===== config.mk =====
export PLATFORM = sky130hd
export DESIGN_NAME = owrom_cmd_ctrl
export DESIGN_NICKNAME = d
export VERILOG_FILES = /design/src/rtl/owrom_pkg.sv /design/src/rtl/owrom_cmd_shift.sv /design/src/rtl/owrom_bit_idx.sv /design/src/rtl/owrom_cmd_ctrl.sv
export SDC_FILE = /design/constraint.sdc
export NUM_CORES = 1
export LEC_CHECK = 0
export BUFFER_PORTS_ARGS = -buffer_cell sky130_fd_sc_hd__buf_2
export CORE_MARGIN = 2
export CORE_UTILIZATION = 60
export CTS_CLUSTER_SIZE = 10
export DETAILED_ROUTE_END_ITERATION = 16
export PLACE_DENSITY_LB_ADDON = 0.05
export SLEW_MARGIN = 25
export SYNTH_ARGS = -nofsm -noshare
export SYNTH_HDL_FRONTEND = slang
export SYNTH_SLANG_ARGS = --single-unit

===== constraint.sdc =====
create_clock -name clk -period 5.7 [get_ports clk]
set_input_delay 0.57 -clock clk [delete_from_list [all_inputs] [get_ports clk]]
set_output_delay 0.57 -clock clk [all_outputs]
set_load 0.02 [all_outputs]

===== src/rtl/owrom_pkg.sv =====
package owrom_pkg;

    typedef enum logic [3:0] {
        ST_WAIT_RST,
        ST_CMD,
        ST_READ,
        ST_MATCH,
        ST_SRCH_TX,
        ST_SRCH_CP,
        ST_SRCH_RX,
        ST_SELECTED,
        ST_IDLE
    } owrom_state_e;

    typedef enum logic [1:0] {
        CMD_READ   = 2'd0,
        CMD_MATCH  = 2'd1,
        CMD_SKIP   = 2'd2,
        CMD_SEARCH = 2'd3
    } owrom_cmd_e;

    typedef struct packed {
        logic       ok;
        owrom_cmd_e cmd;
    } owrom_dec_t;

    localparam logic [7:0] OP_READ   = 8'h33;
    localparam logic [7:0] OP_MATCH  = 8'h55;
    localparam logic [7:0] OP_SKIP   = 8'hCC;
    localparam logic [7:0] OP_SEARCH = 8'hF0;

    function automatic owrom_dec_t owrom_decode(input logic [7:0] op);
        owrom_dec_t d;
        d.ok  = 1'b1;
        d.cmd = CMD_READ;
        unique case (op)
            OP_READ:   d.cmd = CMD_READ;
            OP_MATCH:  d.cmd = CMD_MATCH;
            OP_SKIP:   d.cmd = CMD_SKIP;
            OP_SEARCH: d.cmd = CMD_SEARCH;
            default:   d.ok  = 1'b0;
        endcase
        return d;
    endfunction

endpackage


===== src/rtl/owrom_cmd_shift.sv =====
module owrom_cmd_shift #(
    parameter int W = 8
) (
    input  logic         clk,
    input  logic         rst_n,
    input  logic         clr_i,
    input  logic         shift_i,
    input  logic         bit_i,
    output logic [W-1:0] byte_nxt_o,
    output logic         done_o
);
    localparam int CW = (W > 1) ? $clog2(W) : 1;
    localparam logic [CW-1:0] LAST = CW'(W - 1);

    logic [W-1:0]  byte_q;
    logic [CW-1:0] cnt_q;

    // New bit enters at the top so the first bit ends in bit 0.
    assign byte_nxt_o = {bit_i, byte_q[W-1:1]};
    assign done_o     = shift_i && (cnt_q == LAST);

    always_ff @(posedge clk or negedge rst_n) begin
        if (!rst_n) begin
            byte_q <= '0;
            cnt_q  <= '0;
        end else if (clr_i) begin
            byte_q <= '0;
            cnt_q  <= '0;
        end else if (shift_i) begin
            byte_q <= byte_nxt_o;
            cnt_q  <= (cnt_q == LAST) ? '0 : cnt_q + 1'b1;
        end
    end

endmodule


===== src/rtl/owrom_bit_idx.sv =====
module owrom_bit_idx #(
    parameter int N = 64
) (
    input  logic                 clk,
    input  logic                 rst_n,
    input  logic                 clr_i,
    input  logic                 inc_i,
    output logic [$clog2(N)-1:0] idx_o,
    output logic                 last_o
);
    localparam int IW = $clog2(N);
    localparam logic [IW-1:0] LAST = IW'(N - 1);

    logic [IW-1:0] idx_q;

    assign idx_o  = idx_q;
    assign last_o = (idx_q == LAST);

    always_ff @(posedge clk or negedge rst_n) begin
        if (!rst_n) begin
            idx_q <= '0;
        end else if (clr_i) begin
            idx_q <= '0;
        end else if (inc_i) begin
            idx_q <= last_o ? '0 : idx_q + 1'b1;
        end
    end

endmodule


===== src/rtl/owrom_cmd_ctrl.sv =====
module owrom_cmd_ctrl
    import owrom_pkg::*;
#(
    parameter logic [7:0]  FAMILY = 8'h24,
    parameter logic [47:0] SERIAL = 48'h0000_1A2B_3C4D,
    parameter logic [7:0]  CHECK  = 8'h9E
) (
    input  logic       clk,
    input  logic       rst_n,
    input  logic       bus_reset_i,
    input  logic       rx_valid_i,
    input  logic       rx_bit_i,
    input  logic       rd_req_i,
    output logic       rd_done_o,
    output logic       rd_low_o,
    output logic       cmd_pulse_o,
    output logic [1:0] cmd_code_o,
    output logic       sel_o
);
    localparam int            ID_W  = 64;
    localparam int            IDX_W = $clog2(ID_W);
    localparam logic [ID_W-1:0] ROM_ID = {CHECK, SERIAL, FAMILY};

    owrom_state_e state_q, state_d;

    logic             sh_clr, sh_en, cmd_done;
    logic [7:0]       cmd_byte;
    logic             idx_clr, idx_inc, idx_last;
    logic [IDX_W-1:0] idx;
    logic             id_bit, tx_low;
    owrom_dec_t       dec;

    logic       rd_done_q, rd_low_q, cmd_pulse_q, sel_q;
    logic [1:0] cmd_code_q;

    owrom_cmd_shift #(.W(8)) u_shift (
        .clk        (clk),
        .rst_n      (rst_n),
        .clr_i      (sh_clr),
        .shift_i    (sh_en),
        .bit_i      (rx_bit_i),
        .byte_nxt_o (cmd_byte),
        .done_o     (cmd_done)
    );

    owrom_bit_idx #(.N(ID_W)) u_idx (
        .clk    (clk),
        .rst_n  (rst_n),
        .clr_i  (idx_clr),
        .inc_i  (idx_inc),
        .idx_o  (idx),
        .last_o (idx_last)
    );

    assign id_bit = ROM_ID[idx];
    assign dec    = owrom_decode(cmd_byte);

    // Next-state logic
    always_comb begin
        state_d = state_q;
        sh_clr  = 1'b0;
        sh_en   = 1'b0;
        idx_clr = 1'b0;
        idx_inc = 1'b0;
        if (bus_reset_i) begin
            state_d = ST_CMD;
            sh_clr  = 1'b1;
            idx_clr = 1'b1;
        end else begin
            unique case (state_q)
                ST_CMD: begin
                    if (rx_valid_i) begin
                        sh_en = 1'b1;
                        if (cmd_done) begin
                            idx_clr = 1'b1;
                            if (!dec.ok) begin
                                state_d = ST_WAIT_RST;
                            end else begin
                                unique case (dec.cmd)
                                    CMD_READ:   state_d = ST_READ;
                                    CMD_MATCH:  state_d = ST_MATCH;
                                    CMD_SKIP:   state_d = ST_SELECTED;
                                    CMD_SEARCH: state_d = ST_SRCH_TX;
                                    default:    state_d = ST_WAIT_RST;
                                endcase
                            end
                        end
                    end
                end
                ST_READ: begin
                    if (rd_req_i) begin
                        idx_inc = 1'b1;
                        if (idx_last) state_d = ST_SELECTED;
                    end
                end
                ST_MATCH: begin
                    if (rx_valid_i) begin
                        if (rx_bit_i != id_bit) begin
                            state_d = ST_IDLE;
                        end else begin
                            idx_inc = 1'b1;
                            if (idx_last) state_d = ST_SELECTED;
                        end
                    end
                end
                ST_SRCH_TX: if (rd_req_i) state_d = ST_SRCH_CP;
                ST_SRCH_CP: if (rd_req_i) state_d = ST_SRCH_RX;
                ST_SRCH_RX: begin
                    if (rx_valid_i) begin
                        if (rx_bit_i != id_bit) begin
                            state_d = ST_IDLE;
                        end else begin
                            idx_inc = 1'b1;
                            state_d = idx_last ? ST_SELECTED : ST_SRCH_TX;
                        end
                    end
                end
                ST_WAIT_RST, ST_SELECTED, ST_IDLE: state_d = state_q;
                default: state_d = ST_WAIT_RST;
            endcase
        end
    end

    // What the line should carry in a read slot of the current state
    always_comb begin
        unique case (state_q)
            ST_READ, ST_SRCH_TX: tx_low = ~id_bit;
            ST_SRCH_CP:          tx_low = id_bit;
            default:             tx_low = 1'b0;
        endcase
    end

    // State register
    always_ff @(posedge clk or negedge rst_n) begin
        if (!rst_n) state_q <= ST_WAIT_RST;
        else        state_q <= state_d;
    end

    // Output register
    always_ff @(posedge clk or negedge rst_n) begin
        if (!rst_n) begin
            rd_done_q   <= 1'b0;
            rd_low_q    <= 1'b0;
            cmd_pulse_q <= 1'b0;
            cmd_code_q  <= 2'd0;
            sel_q       <= 1'b0;
        end else begin
            rd_done_q   <= rd_req_i;
            rd_low_q    <= rd_req_i && !bus_reset_i && tx_low;
            cmd_pulse_q <= !bus_reset_i && (state_q == ST_CMD) && rx_valid_i
                           && cmd_done && dec.ok;
            if (!bus_reset_i && (state_q == ST_CMD) && rx_valid_i && cmd_done && dec.ok)
                cmd_code_q <= dec.cmd;
            sel_q       <= (state_d == ST_SELECTED);
        end
    end

    assign rd_done_o   = rd_done_q;
    assign rd_low_o    = rd_low_q;
    assign cmd_pulse_o = cmd_pulse_q;
    assign cmd_code_o  = cmd_code_q;
    assign sel_o       = sel_q;

    AST_NO_CMD_BEFORE_RST: assert property (@(posedge clk) disable iff (!rst_n)
        (state_q == ST_WAIT_RST && !bus_reset_i) |=> !cmd_pulse_o);

    AST_RST_DESELECTS: assert property (@(posedge clk) disable iff (!rst_n)
        bus_reset_i |=> !sel_o);

    AST_MATCH_FAIL_NOSEL: assert property (@(posedge clk) disable iff (!rst_n)
        (state_q == ST_MATCH && rx_valid_i && !bus_reset_i && (rx_bit_i != id_bit))
        |=> !sel_o);

    AST_SRCH_FAIL_NOSEL: assert property (@(posedge clk) disable iff (!rst_n)
        (state_q == ST_SRCH_RX && rx_valid_i && !bus_reset_i && (rx_bit_i != id_bit))
        |=> !sel_o);

    AST_IDLE_SILENT: assert property (@(posedge clk) disable iff (!rst_n)
        (state_q == ST_IDLE && !bus_reset_i) |=> !rd_low_o);

    AST_LOW_IN_SLOT: assert property (@(posedge clk) disable iff (!rst_n)
        rd_low_o |-> rd_done_o);

    AST_PULSE_SINGLE: assert property (@(posedge clk) disable iff (!rst_n)
        cmd_pulse_o |=> !cmd_pulse_o);

    AST_SEL_HOLDS: assert property (@(posedge clk) disable iff (!rst_n)
        (sel_o && !bus_reset_i) |=> sel_o);

endmodule


==> out/summary.log, run 1 <==
[floorplan] Die Y-Extent 58.69 um
[yosys] share of the yosys chip area belonging to registers 0.3626
[global_routing] antenna violations before repair 0
[place] cell count after placement 226
[floorplan] Core Rows 19
[clock_network] buffer cell driving the clock tree root sky130_fd_sc_hd__clkbuf_4
[setup_path] sort of element at the end of the critical path flip-flop
[yosys] count leader, synth sky130_fd_sc_hd__dfrtp_1
[route] routed wirelength normalized by instance count 15.36 um
[sta] Hold Vio Cnt, Final 0
[global_routing] number of global-route vias before repair 1364
[setup_path] sort of element at the start of the critical path flip-flop
[yosys] mux share of post-synthesis cell area 0.04672
[finish] FF+latch area 650.6 um2
[place] detailed placer's ending HPWL 2586 um
[clock_network] worst-case clock buffer depth 2
[power] leak pwr 0.8282 nW
[sta] RSZ-0062 raised after global routing false
[place] placed inst area 1836 um2
[clock_network] clock tree from TritonCTS yes
[route] remaining number of nets flagged by the antenna check after routing 0
[sta] transition time at the pin with the least slew margin 575.5 ps
[setup_path] Critical Path AT 2920 ps
[yosys] Synth Area in XOR/XNOR 0.02929
[power] VDD IR max 168.0 uV
[sta] final worst-path cycle share 0.4727
[sta] Worst Clk Skew 8.726 ps
[sta] Max Clk Rate 371.1 MHz
[yosys] complex-gate fraction of the synthesized area 0.1876
[clock_network] number of hold-repair buffers added at the cts stage 0
[yosys] synthesized-area fraction occupied by adder cells 0.06974
[clock_network] CTS HTree Levels 1
[yosys] total of warnings raised by yosys 0
[flow_run] Max-cap violations 0
[route] Routed Wire Length 3532 um
[global_routing] first-pass GRT wire length 6237 um
[finish] number of diodes 0
[yosys] share of synthesized flip-flops with an asynchronous set or reset 1.000
[floorplan] overall die width 58.69 um
[yosys] main flop type after synthesis sky130_fd_sc_hd__dfrtp_1
[min_path] worst min-delay path category in -> async
[floorplan] Die Area 3444 um2
[route] detailed-router iteration count before antenna repair 11
[sta] max-slew violations 0
[yosys] most instantiated cells after synthesis sky130_fd_sc_hd__dfrtp_1, sky130_fd_sc_hd__nand2_1, sky130_fd_sc_hd__nor2_1
[finish] summed area of non-filler cells in the final layout 1872 um2
[finish] synthesis-to-finish area growth 4.324%
[finish] non-filler cells in the finished layout 230
[outcome] outcome complete, but fails checks
[clock_network] sink count of the clock tree 26
[global_routing] largest net degree at the start of global routing 27
[finish] area of the multi-input gates 1069 um2
[yosys] Simple-Gate Fraction of Synth Area 0.2622
[yosys] top post-synthesis cells by area sky130_fd_sc_hd__dfrtp_1, sky130_fd_sc_hd__ha_1, sky130_fd_sc_hd__nand2_1
[sta] worst slew margin relative to its limit 0.6164
[setup_path] Worst path slowest cell sky130_fd_sc_hd__dfrtp_1
[floorplan] area inside the core boundary 2805 um2
[sta] number of endpoints failing setup at the final stage 0
[clock_network] Resize count post-CTS 0
[setup_path] Required @ worst endpoint 5930 ps
[route] count of vias placed by the detailed router 1466
[route] Via density 6.374
[global_routing] total track usage 0.2342
[yosys] synthesized instance count 195
[clock_network] worst skew pair latency 320 ps
[sta] final sum of negative setup slack 0 ps
[yosys] EDFF count, synth 0
[finish] layout cell share with drive strength beyond 1 0.1256
[setup_path] chain of cells forming the critical path inv_1 -> ha_1 -> and2_4 -> o32a_4 -> a32oi_4 -> mux2i_1 -> o22ai_1 -> a32o_1
[sta] Tmin final 2695 ps
[setup_path] CP startpoint u_idx.idx_o[0]
[route] DRC violation count after routing 1
[setup_path] maximum single-stage delay on the critical path 510 ps
[global_routing] GRT overflow 0
[clock_network] post-CTS clock slew at the launch and capture registers of the worst setup and hold paths 140 ps
[yosys] library cell occupying the most area in the post-synthesis netlist sky130_fd_sc_hd__dfrtp_1
[clock_network] number of setup buffers added after CTS 0
[outcome] violated checks DRC
[finish] Total Nets Final 216
[setup_path] crit path max fanout 7
[place] number of port buffers 11
[route] number of design-rule violations left by the first detailed-router iteration 89
[yosys] portion of synthesized cell area occupied by the leading cell type 0.3626
[yosys] Net Count, Synth 211
[yosys] FF+latch count, synth 26
[floorplan] Top-Level Pins 12
[yosys] combinational family with the most area after synthesis simple AND/OR/NAND/NOR gates
[power] ratio of total power to cell area 161.5 nW/um2
[clock_network] cts bufs inserted 3
[setup_path] launch instance of the worst register-to-register path u_idx.idx_o[0]
[yosys] number of library cell types mapped by synthesis 51
[yosys] post-synthesis instance area 1794 um2
[yosys] Avg Synthesized Cell Area 9.201 um2
[finish] Filler Cells Inserted 232
[floorplan] starting density of the core 0.6396
[setup_path] Critical Setup Path Class reg -> reg
[place] RePlAce Congestion 0.8675
## cell type report
class                           count  area share
Multi-Input combinational cell    152      0.5709
Sequential cell                    26      0.3476
Timing Repair Buffer               11     0.02941
Tap cell                           31     0.02072
Clock buffer                        4     0.01938
Inverter                            6     0.01203
## logic make-up after synthesis
logic type / after synthesis
mux: 8
fa+ha+maj: 10
compound gates: 45
buf+inv: 17
xor+xnor: 6
simple gates: 83
flops: 26
## through the flow
stage          power (W)    util  hold WS (ps)  worst slack, ps
2_1_floorplan  0.0002055       -         274.4             3287
3_3_place_gp   0.0002138  0.6543         487.3             3150
3_5_place_dp   0.0002151  0.6543         491.5             3050
4_1_cts        0.0003087  0.6673         230.2             3019
5_1_grt        0.0003190  0.6673         244.3             2841
6_report       0.0003022  0.6673         222.9             3005
## critical path, delay by kind of cell, from the launching register on
kind / cells / cell delay (ps)
flip-flops: 1 / 510
adder cells (fa/ha/maj): 1 / 230
AO/OA/AOI/OAI: 4 / 1080
multiplexers: 1 / 480
AND/OR/NAND/NOR: 1 / 160
buffers and inverters: 1 / 140
## final timing paths
path / endpoint / slack (ps) / depth (start not counted)
setup / recovery: u_idx.idx_o[3] / 3010 / 8
hold / removal: u_idx.idx_o[1] / 220 / 1
setup reg to reg: u_idx.idx_o[3] / 3010 / 8
hold reg to reg: cmd_code_o[0] / 520 / 1
max in group asynchronous: cmd_pulse_o / 5090 / 1
min in group clk: rd_done_o / 430 / 1
## cell usage in the layout (no fill, tap or decap), types with 6 or more instances in the layout
cell and instances:
sky130_fd_sc_hd__nor4bb_1 7, sky130_fd_sc_hd__o21ai_0 7, sky130_fd_sc_hd__a21oi_1 13, sky130_fd_sc_hd__dfrtp_1 26, sky130_fd_sc_hd__nand3_1 13, sky130_fd_sc_hd__buf_2 11, sky130_fd_sc_hd__ha_1 10, sky130_fd_sc_hd__inv_1 6
sky130_fd_sc_hd__nor2_1 15, sky130_fd_sc_hd__nand2_1 21
## power by group
part	internal, W	switching, W
Sequential	0.000187	0.00000181
Combinational	0.00000715	0.0000156
Clock	0.0000391	0.0000520
## routing by layer
layer	routed length (um)	vias up	GRT usage
li1	-	719	-
met1	1627	705	0.3272
met2	1739	38	0.3868
met3	138	4	0.02637
met4	27	0	0.06818
met5	0	-	0
## state kept, by name, indices dropped and copies added (netlist names)
| name | flops |
|---|---|
| cmd_code_o | 2 |
| cmd_pulse_o | 1 |
| rd_done_o | 1 |
| rd_low_o | 1 |
| sel_o | 1 |
| state_q | 4 |
| u_idx.idx_o | 6 |
| u_shift.byte_q | 7 |
| u_shift.cnt_q | 3 |
No activity file was read; power rests on OpenSTA's default activity.
==> inputs of run 2 (changes only) <==
==> constraint.sdc (replaced) <==
create_clock -name clk -period 2.7 [get_ports clk]
set_input_delay 0.27 -clock clk [delete_from_list [all_inputs] [get_ports clk]]
set_output_delay 0.27 -clock clk [all_outputs]
set_load 0.02 [all_outputs]
==> out/summary.log, run 2 (synthesis gave the netlist of run 1 again) <==
[outcome] outcome complete, but fails checks
[outcome] violated checks DRC
[place] worst setup slack after placement 18.69 ps
[sta] post-layout worst setup margin 198.0 ps
[clock_network] cts bufs inserted 3
[global_routing] largest net degree at the start of global routing 27
[route] DRC violation count after routing 1
[place] RePlAce Congestion 0.8541
[setup_path] Required @ worst endpoint 2920 ps
[finish] final design utilization 0.6869
[power] combinational cell fraction of total power 0.068
[sta] worst slew margin relative to its limit 0.6171
[global_routing] number of global-route vias before repair 1424
[route] Routed Wire Length 3679 um
[floorplan] Top-Level Pins 12
[sta] worst hold slack 117.1 ps
[place] detailed placer's ending HPWL 2674 um
[finish] register containing the most flip-flops in the final layout u_shift.byte_q
[global_routing] antenna violations before repair 0
[power] switching share of total power 0.2115
[route] routed wirelength normalized by instance count 15.79 um
[sta] Worst Clk Skew 4.411 ps
[power] portion of total power attributed to the clock network 0.372
[place] number of port buffers 11
[finish] number of diodes 0
[setup_path] Critical Path AT 2720 ps
[setup_path] R2R Setup Slk 200 ps
[floorplan] overall die width 58.69 um
[setup_path] Critical Setup Path Class reg -> reg
[route] detailed-router iteration count before antenna repair 10
[setup_path] sort of element at the start of the critical path flip-flop
[sta] final worst-path cycle share 0.9267
[sta] Tmin final 2502 ps
[route] count of vias placed by the detailed router 1504
[sta] final sum of negative setup slack 0 ps
[global_routing] total track usage 0.2401
[place] cell count after placement 228
[route] Via density 6.455
[clock_network] clock tree from TritonCTS yes
[min_path] Min-Delay Path Depth 1
[sta] transition time at the pin with the least slew margin 574.3 ps
[finish] synthesis-to-finish area growth 7.392%
[setup_path] RR Endpoint u_idx.idx_o[5]
[finish] most frequent cells in the layout sky130_fd_sc_hd__dfrtp_1, sky130_fd_sc_hd__nand2_1, sky130_fd_sc_hd__nor2_1
[setup_path] worst reg2reg path depth 8
[finish] non-filler cells in the finished layout 233
[min_path] worst min-delay path category in -> reg
[global_routing] GRT overflow 0
[power] Internal 0.0005598 W
[min_path] hold path startpoint rd_req_i
[sta] Max Clk Rate 399.7 MHz
[clock_network] worst skew pair latency 320 ps
[floorplan] Die Area 3444 um2
[min_path] Worst Hold Path EP rd_done_o
[power] VDD IR max 400.1 uV
[power] leak pwr 0.8437 nW
[sta] max-slew violations 0
[route] number of design-rule violations left by the first detailed-router iteration 62
[finish] max FFs per register 7
[finish] layout cell share with drive strength beyond 1 0.1436
[power] ratio of total power to cell area 368.5 nW/um2
[finish] Filler Cells Inserted 232
[clock_network] CTS HTree Levels 1
[setup_path] sort of element at the end of the critical path flip-flop
[clock_network] number of setup buffers added after CTS 0
[setup_path] crit path max fanout 7
[floorplan] area inside the core boundary 2805 um2
[finish] commonest non-fill, non-tap cell in the layout sky130_fd_sc_hd__dfrtp_1
[route] remaining number of nets flagged by the antenna check after routing 0
[floorplan] Core Rows 19
[clock_network] worst-case clock buffer depth 2
[clock_network] post-CTS clock slew at the launch and capture registers of the worst setup and hold paths 140 ps
[sta] RSZ-0062 raised after global routing false
[clock_network] buffer cell driving the clock tree root sky130_fd_sc_hd__clkbuf_4
[power] Net Sw Power 0.0001502 W
[clock_network] sink count of the clock tree 26
[flow_run] Max-cap violations 0
[floorplan] starting density of the core 0.6396
[sta] number of endpoints failing setup at the final stage 0
[global_routing] first-pass GRT wire length 6341 um
[power] power share of the sequential group 0.560
[setup_path] launch instance of the worst register-to-register path u_idx.idx_o[0]
[floorplan] Die Y-Extent 58.69 um
[sta] Hold Vio Cnt, Final 0
[finish] Total Nets Final 219
==> run 2: through the flow <==
| step | area, um2 | total power, W |
|---|---|---|
| 6_report | 1927 | 0.0007100 |
| 2_1_floorplan | 1794 | 0.0004339 |
| 5_1_grt | 1927 | 0.0007451 |
| 3_5_place_dp | 1851 | 0.0004528 |
| 4_1_cts | 1913 | 0.0007182 |
| 3_3_place_gp | 1851 | 0.0004515 |
==> run 2: timing repair <==
item / CTS / global route
gates resized for setup: 0 / 3
endpoints found under the hold margin: 26 / 0
hold buffers: 1 / 0
endpoints found under the setup margin: 0 / 6
==> run 2: worst max-delay path by stage <==
stage,from,to,cells past startpoint
global placement,u_idx.idx_o[0],u_idx.idx_o[3],8
global route,u_idx.idx_o[0],u_idx.idx_o[4],8
finish,u_idx.idx_o[0],u_idx.idx_o[5],8
CTS,u_idx.idx_o[0],u_idx.idx_o[3],8
detailed placement,u_idx.idx_o[0],u_idx.idx_o[3],8
floorplan,u_idx.idx_o[0],u_idx.idx_o[3],8
==> run 2: final cells by class <==
class / count / area (um2) / area share
multi-input cells: 152 / 1081 / 0.5610
clock buffers: 3 / 22.52 / 0.01169
clock inverters: 1 / 30.03 / 0.01558
well taps: 31 / 38.79 / 0.02013
inverters: 6 / 22.52 / 0.01169
repair buffers: 14 / 80.08 / 0.04156
flip-flops and latches: 26 / 651.9 / 0.3383
==> run 2: power groups by stage <==
stage	sequential [W]	clock, W	combinational, W
after floorplan	0.000405	0	0.0000285
after global placement	0.000405	0	0.0000466
after detailed placement	0.000405	0	0.0000477
after CTS	0.000398	0.000272	0.0000488
after global routing	0.000399	0.000291	0.0000553
final	0.000398	0.000264	0.0000483
==> run 2: layer usage <==
layer  share of wire  GRT usage  routed length [um]
met3           0.041    0.02637                 149
met4          0.0046    0.07792                  17
met5               0          0                   0
met2            0.51     0.4013                1880
met1            0.44     0.3281                1631
==> run 2: critical path, cell delays in order (launching register included) <==
cell and delay (ps):
sky130_fd_sc_hd__dfrtp_2 450, sky130_fd_sc_hd__inv_1 110, sky130_fd_sc_hd__ha_1 230, sky130_fd_sc_hd__and2_4 160, sky130_fd_sc_hd__o32a_4 360, sky130_fd_sc_hd__a32oi_4 340, sky130_fd_sc_hd__mux2i_4 370, sky130_fd_sc_hd__o21ai_0 120
sky130_fd_sc_hd__a32o_1 270
